[src/rtl/sar_seq_pkg.sv]
package sar_seq_pkg;
  // Sequencer phase: waiting, resolving bits, presenting the result.
  typedef enum logic [1:0] {
    PH_IDLE = 2'd0,
    PH_RUN  = 2'd1,
    PH_SHOW = 2'd2
  } sar_phase_e;
endpackage

[src/rtl/sar_rst_sync.sv]
module sar_rst_sync (
  input  logic clk,
  input  logic arst_n,
  output logic rst_n_o
);
  logic [1:0] stage_q;

  always_ff @(posedge clk or negedge arst_n) begin
    if (!arst_n) stage_q <= 2'b00;
    else         stage_q <= {stage_q[0], 1'b1};
  end

  assign rst_n_o = stage_q[1];
endmodule

[src/rtl/sar_onehot_ring.sv]
module sar_onehot_ring #(
  parameter int RES = 10
) (
  input  logic           clk,
  input  logic           rst_n,
  input  logic           load_i,
  input  logic           adv_i,
  output logic [RES-1:0] ring_o,
  output logic           last_o
);
  localparam logic [RES-1:0] SEED = {1'b1, {(RES-1){1'b0}}};

  logic [RES-1:0] ring_q, ring_d;
  logic           ring_en;

  assign ring_en = load_i | adv_i;

  always_comb begin
    if (load_i) ring_d = SEED;
    else        ring_d = ring_q >> 1;
  end

  always_ff @(posedge clk or negedge rst_n) begin
    if (!rst_n)       ring_q <= '0;
    else if (ring_en) ring_q <= ring_d;
  end

  assign ring_o = ring_q;
  assign last_o = ring_q[0];
endmodule

[src/rtl/sar_nand_latch.sv]
// Set/reset decision stage fed by the two comparator rails. A rail pair
// that disagrees sets or resets it. A pair that agrees leaves it in its
// reset state, "keep", so a stale or undecided result never drops a bit.
module sar_nand_latch (
  input  logic pos_i,
  input  logic neg_i,
  output logic keep_o
);
  logic set_n, rst_n_l;

  assign set_n   = ~(pos_i & ~neg_i);
  assign rst_n_l = ~(neg_i & ~pos_i);
  // Clear only when the set side alone is active.
  assign keep_o  = set_n | ~rst_n_l;
endmodule

[src/rtl/sar_bit_cell.sv]
module sar_bit_cell (
  input  logic clk,
  input  logic rst_n,
  input  logic clr_i,
  input  logic cap_i,
  input  logic d_i,
  output logic q_o
);
  logic q_q, q_d, q_en;

  assign q_en = clr_i | cap_i;
  assign q_d  = clr_i ? 1'b0 : d_i;

  always_ff @(posedge clk or negedge rst_n) begin
    if (!rst_n)    q_q <= 1'b0;
    else if (q_en) q_q <= q_d;
  end

  assign q_o = q_q;
endmodule

[src/rtl/sar_seq_top.sv]
module sar_seq_top #(
  parameter int RES = 10
) (
  input  logic           clk,
  input  logic           rst_n,
  input  logic           start_i,
  input  logic           cmp_pos_i,
  input  logic           cmp_neg_i,
  output logic [RES-1:0] trial_o,
  output logic [RES-1:0] code_o,
  output logic           eoc_o
);
  import sar_seq_pkg::*;

  logic           core_rst_n;
  sar_phase_e     phase_q, phase_d;
  logic           load, adv, last, keep;
  logic [RES-1:0] ring_w, cap_w;
  logic [RES-1:0] code_q;
  logic           code_en;
  logic           eoc_q, eoc_d;

  sar_rst_sync u_rst (
    .clk     (clk),
    .arst_n  (rst_n),
    .rst_n_o (core_rst_n)
  );

  assign load = (phase_q == PH_IDLE) & start_i;
  assign adv  = (phase_q == PH_RUN);

  sar_onehot_ring #(.RES(RES)) u_ring (
    .clk    (clk),
    .rst_n  (core_rst_n),
    .load_i (load),
    .adv_i  (adv),
    .ring_o (ring_w),
    .last_o (last)
  );

  sar_nand_latch u_latch (
    .pos_i  (cmp_pos_i),
    .neg_i  (cmp_neg_i),
    .keep_o (keep)
  );

  for (genvar i = 0; i < RES; i++) begin : g_bit
    sar_bit_cell u_cell (
      .clk   (clk),
      .rst_n (core_rst_n),
      .clr_i (load),
      .cap_i (adv & ring_w[i]),
      .d_i   (keep),
      .q_o   (cap_w[i])
    );
  end

  always_comb begin
    phase_d = phase_q;
    unique case (phase_q)
      PH_IDLE: if (start_i) phase_d = PH_RUN;
      PH_RUN:  if (last)    phase_d = PH_SHOW;
      PH_SHOW:              phase_d = PH_IDLE;
      default:              phase_d = PH_IDLE;
    endcase
  end

  assign code_en = (phase_q == PH_SHOW);
  assign eoc_d   = (phase_q == PH_SHOW);

  always_ff @(posedge clk or negedge core_rst_n) begin
    if (!core_rst_n) begin
      phase_q <= PH_IDLE;
      eoc_q   <= 1'b0;
    end else begin
      phase_q <= phase_d;
      eoc_q   <= eoc_d;
    end
  end

  always_ff @(posedge clk or negedge core_rst_n) begin
    if (!core_rst_n)  code_q <= '0;
    else if (code_en) code_q <= cap_w;
  end

  assign trial_o = cap_w | ring_w;
  assign code_o  = code_q;
  assign eoc_o   = eoc_q;
endmodule

[config.mk]
export PLATFORM = sky130hd
export DESIGN_NAME = sar_seq_top
export DESIGN_NICKNAME = d
export VERILOG_FILES = /design/src/rtl/sar_seq_pkg.sv /design/src/rtl/sar_rst_sync.sv /design/src/rtl/sar_onehot_ring.sv /design/src/rtl/sar_nand_latch.sv /design/src/rtl/sar_bit_cell.sv /design/src/rtl/sar_seq_top.sv
export SDC_FILE = /design/constraint.sdc
export NUM_CORES = 1
export LEC_CHECK = 0
export BUFFER_PORTS_ARGS = -buffer_cell sky130_fd_sc_hd__buf_2
export CAP_MARGIN = 20
export CORE_ASPECT_RATIO = 0.9
export CORE_MARGIN = 2
export CORE_UTILIZATION = 35
export DETAILED_ROUTE_END_ITERATION = 10
export PLACE_DENSITY = 0.63
export SLEW_MARGIN = 20
export SYNTH_ARGS = -nofsm -noshare
export SYNTH_HDL_FRONTEND = slang
export SYNTH_SLANG_ARGS = --single-unit
[constraint.sdc]
create_clock -name clk -period 3.7 [get_ports clk]
set_clock_uncertainty 0.2 [all_clocks]
set_input_delay 0.185 -clock clk [delete_from_list [all_inputs] [get_ports clk]]
set_output_delay 0.185 -clock clk [all_outputs]
set_load 0.005 [all_outputs]
==> flow_summary.ini <==
[outcome]
status = finished, final reports clean

[floorplan]
coreArea_sq_um = 3760
initial_core_util_pct = 36.9
placementRows = 21
die_height_um = 63.7
fp.dieArea_sq_um = 4480
fp.dieW_um = 70.3
floorplan.io_pins = 26

[yosys]
yosysTopAreaCell = sky130_fd_sc_hd__dfrtp_1
ys_seq_area_share_pct = 63.2
ys_ff_latch = 35
ys_async_sr_fraction_pct = 100
yosys_warnings = 0
post_syn_nets = 109
synth-main-ff-cell = sky130_fd_sc_hd__dfrtp_1
syn_inst = 104
synthTopCellsByCount = sky130_fd_sc_hd__dfrtp_1 (35), sky130_fd_sc_hd__a22o_1 (19), sky130_fd_sc_hd__mux2_2 (10), sky130_fd_sc_hd__or2_2 (10), sky130_fd_sc_hd__o21ai_0 (8)
yosysTopAreaCellShare_pct = 63.2
edff_count_synth = 0
synth_area_per_cell_sq_um = 13.3
synth_cell_types = 20
yosys-top-cells-area = sky130_fd_sc_hd__dfrtp_1 (63%), sky130_fd_sc_hd__a22o_1 (12%), sky130_fd_sc_hd__mux2_2 (8.1%)
synthesis.area_sq_um = 1390
yosysMostFrequentCell = sky130_fd_sc_hd__dfrtp_1

[place]
io_buffers = 25
gp_congestion = 0.711
dp_hpwl_um = 1830
placedInstanceArea_sq_um = 1560

[critical_path]
worstPathBufferInverterCount = 0
critPathLaunchType = flip-flop
critPathCaptureType = flip-flop
worst_ep_required_time_ns = 3.72
timing.critical_path.max_delay_family = compound AO/OA/AOI/OAI gates
critPathArrivalTime_ns = 1.79
worstRegToRegCells = 3
timing.critical_path.depth = 3
worstPathMaxFanout = 12
timing.critical_path.slowest_stage_cell = sky130_fd_sc_hd__and2b_1
cp_cell_sequence = and2b_1, a21boi_4, a22o_1
worst_path_largest_cell_delay_ns = 0.45
timing_worst_setup_path_type = reg -> reg

[cells_and_area]
layout.filler_cells = 361
register_area_sq_um = 876
nets = 141
post_route_cells_drive_above_1_share_pct = 40.9
post_route_cell_area_sq_um = 1720
multi_input_comb_area_sq_um = 474
diodes = 0
layout-area-overhead-vs-synth_pct = 23.9

[power]
power.total_uw = 806
static-leakage-power_nw = 0.953
cell_pwr_density_nw_per_um2 = 469
ir_drop_mv = 0.166

[sta]
slew_violations = 0
setup-violations-final = 0
upper_clock_frequency_limit_mhz = 567
final_hold_viol_count = 0
aggregate_negative_setup_slack_ns = 0
unrepaired_setup_endpoints_after_global_routing = no
period_minus_slack_ns = 1.76
share_of_the_clock_period_used_by_the_worst_path_pct = 47.7

[detailed_routing]
detailroute.wirelength.met3_um = 145
topRoutingLayerUsed = met4
drtPass1Iterations = 4
detail_route.wl_per_cell_um = 15.0
overall_via_count_from_detail_route = 925
postRouteAntennaNets = 0
wirelength_met1_um = 1220
drt_iter0_markers = 29
drc = 0
finalWirelength_um = 2740
vias_per_cell = 5.05
route.met2.wl_um = 1320

[global_route]
pin_count_of_the_biggest_net_entering_global_routing = 34
overflow = 0
first_pass_grt_wire_length_um = 4730
track_usage_pct = 13.7
antenna_found_initial = 0
vias_in_the_first_global_route = 985

[cts]
clkTransAtPathRegs_ns = 0.07
cts.hold.buffers_added = 3
cts_post_setup_buffers_inserted = 0
cts.repair.resized = 0
cts.sinks = 35
clkLatencyLatePin_ns = 0.29
cts_inserted_buffers = 5
ctsLongestPathBuffers = 2
clk_root_buffer_cell = sky130_fd_sc_hd__clkbuf_8
h-tree-depth = 2
cts_tree = built

[job]
max_cap_violations = 0

[hold_path]
hold_path.class = reg -> async
## report_power, final
| group | switching [mW] | internal [mW] | total [mW] |
|---|---|---|---|
| logic | 0.0115 | 0.00528 | 0.0167 |
| clock network | 0.136 | 0.269 | 0.405 |
| registers | 0.000253 | 0.384 | 0.384 |
| total | 0.148 | 0.658 | 0.806 |
## metrics by stage
| stage | setup slack [ns] | instances | util, % | hold WS [ns] |
|---|---|---|---|---|
| floorplan | 2.35 | 104 | - | -0.311 |
| global placement | 1.95 | 172 | 41.4 | -0.231 |
| detailed placement | 1.95 | 172 | 41.4 | -0.228 |
| CTS | 1.92 | 183 | 45.7 | 0.0837 |
| global route | 1.80 | 183 | 45.7 | 0.136 |
| finish | 1.94 | 183 | 45.7 | 0.0605 |
## layout by cell type, fill, tap and decap left out, types with 3 or more instances in the layout
cell type,netlist,final
sky130_fd_sc_hd__dfrtp_1,35,35
sky130_fd_sc_hd__buf_2,2,25
sky130_fd_sc_hd__a22o_1,19,19
sky130_fd_sc_hd__or2_2,10,10
sky130_fd_sc_hd__mux2_2,10,10
sky130_fd_sc_hd__o21ai_0,8,8
sky130_fd_sc_hd__clkbuf_8,0,5
sky130_fd_sc_hd__inv_1,4,4
sky130_fd_sc_hd__nand2_1,3,3
sky130_fd_sc_hd__dlygate4sd3_1,0,3
## layer usage
layer	vias to the layer above	GRT usage, %
li1	431	-
met1	471	15.4
met2	18	22.9
met3	5	5.28
met4	0	6.49
met5	-	0
## cell families (layout without fill, tap and decap cells)
group | after synthesis | in the layout | synth area share [%]
AO/OA/AOI/OAI | 33 | 33 | 18.7
buffers and inverters | 8 | 41 | 2.62
flip-flops | 35 | 35 | 63.2
multiplexers | 10 | 10 | 8.12
other | 1 | 1 | 0.270
AND/OR/NAND/NOR | 17 | 17 | 7.13
## final timing paths
| kind | start | endpoint | slack (ns) |
|---|---|---|---|
| setup / recovery | phase_q[1]$_DFFE_PN0P_ | g_bit[0].u_cell.q_o$_DFFE_PN0P_ | 1.94 |
| hold / removal | u_rst.stage_q[1]$_DFF_PN0_ | g_bit[8].u_cell.q_o$_DFFE_PN0P_ | 0.06 |
| setup reg to reg | phase_q[1]$_DFFE_PN0P_ | g_bit[0].u_cell.q_o$_DFFE_PN0P_ | 1.94 |
| hold reg to reg | u_rst.stage_q[1]$_DFF_PN0_ | g_bit[8].u_cell.q_o$_DFFE_PN0P_ | 0.06 |
| max in group asynchronous | rst_n | u_rst.stage_q[1]$_DFF_PN0_ | 2.61 |
| min in group clk | cmp_pos_i | g_bit[1].u_cell.q_o$_DFFE_PN0P_ | 0.13 |
## worst reg2reg max path, delay by kind of cell, from the launching register on
| kind | cells | cell delay, ns |
|---|---|---|
| compound gates | 2 | 0.64 |
| simple gates | 1 | 0.45 |
| flops | 1 | 0.42 |
## registers in the layout, indices dropped and copies added (netlist names)
signal	count
phase_q	2
u_ring.ring_o	10
u_rst.stage_q	2
code_o	10
g_bit.u_cell.q_o	10
eoc_o	1
## final cells by class
cell class / count / area share [%]
clock buffer: 6 / 4.22
clock inverter: 2 / 3.50
inverter: 4 / 0.874
multi-input combinational: 61 / 27.6
sequential: 35 / 51.0
tap: 46 / 3.35
timing repair buffer: 29 / 9.47
Note: power is estimated with default switching activity, not from simulation.
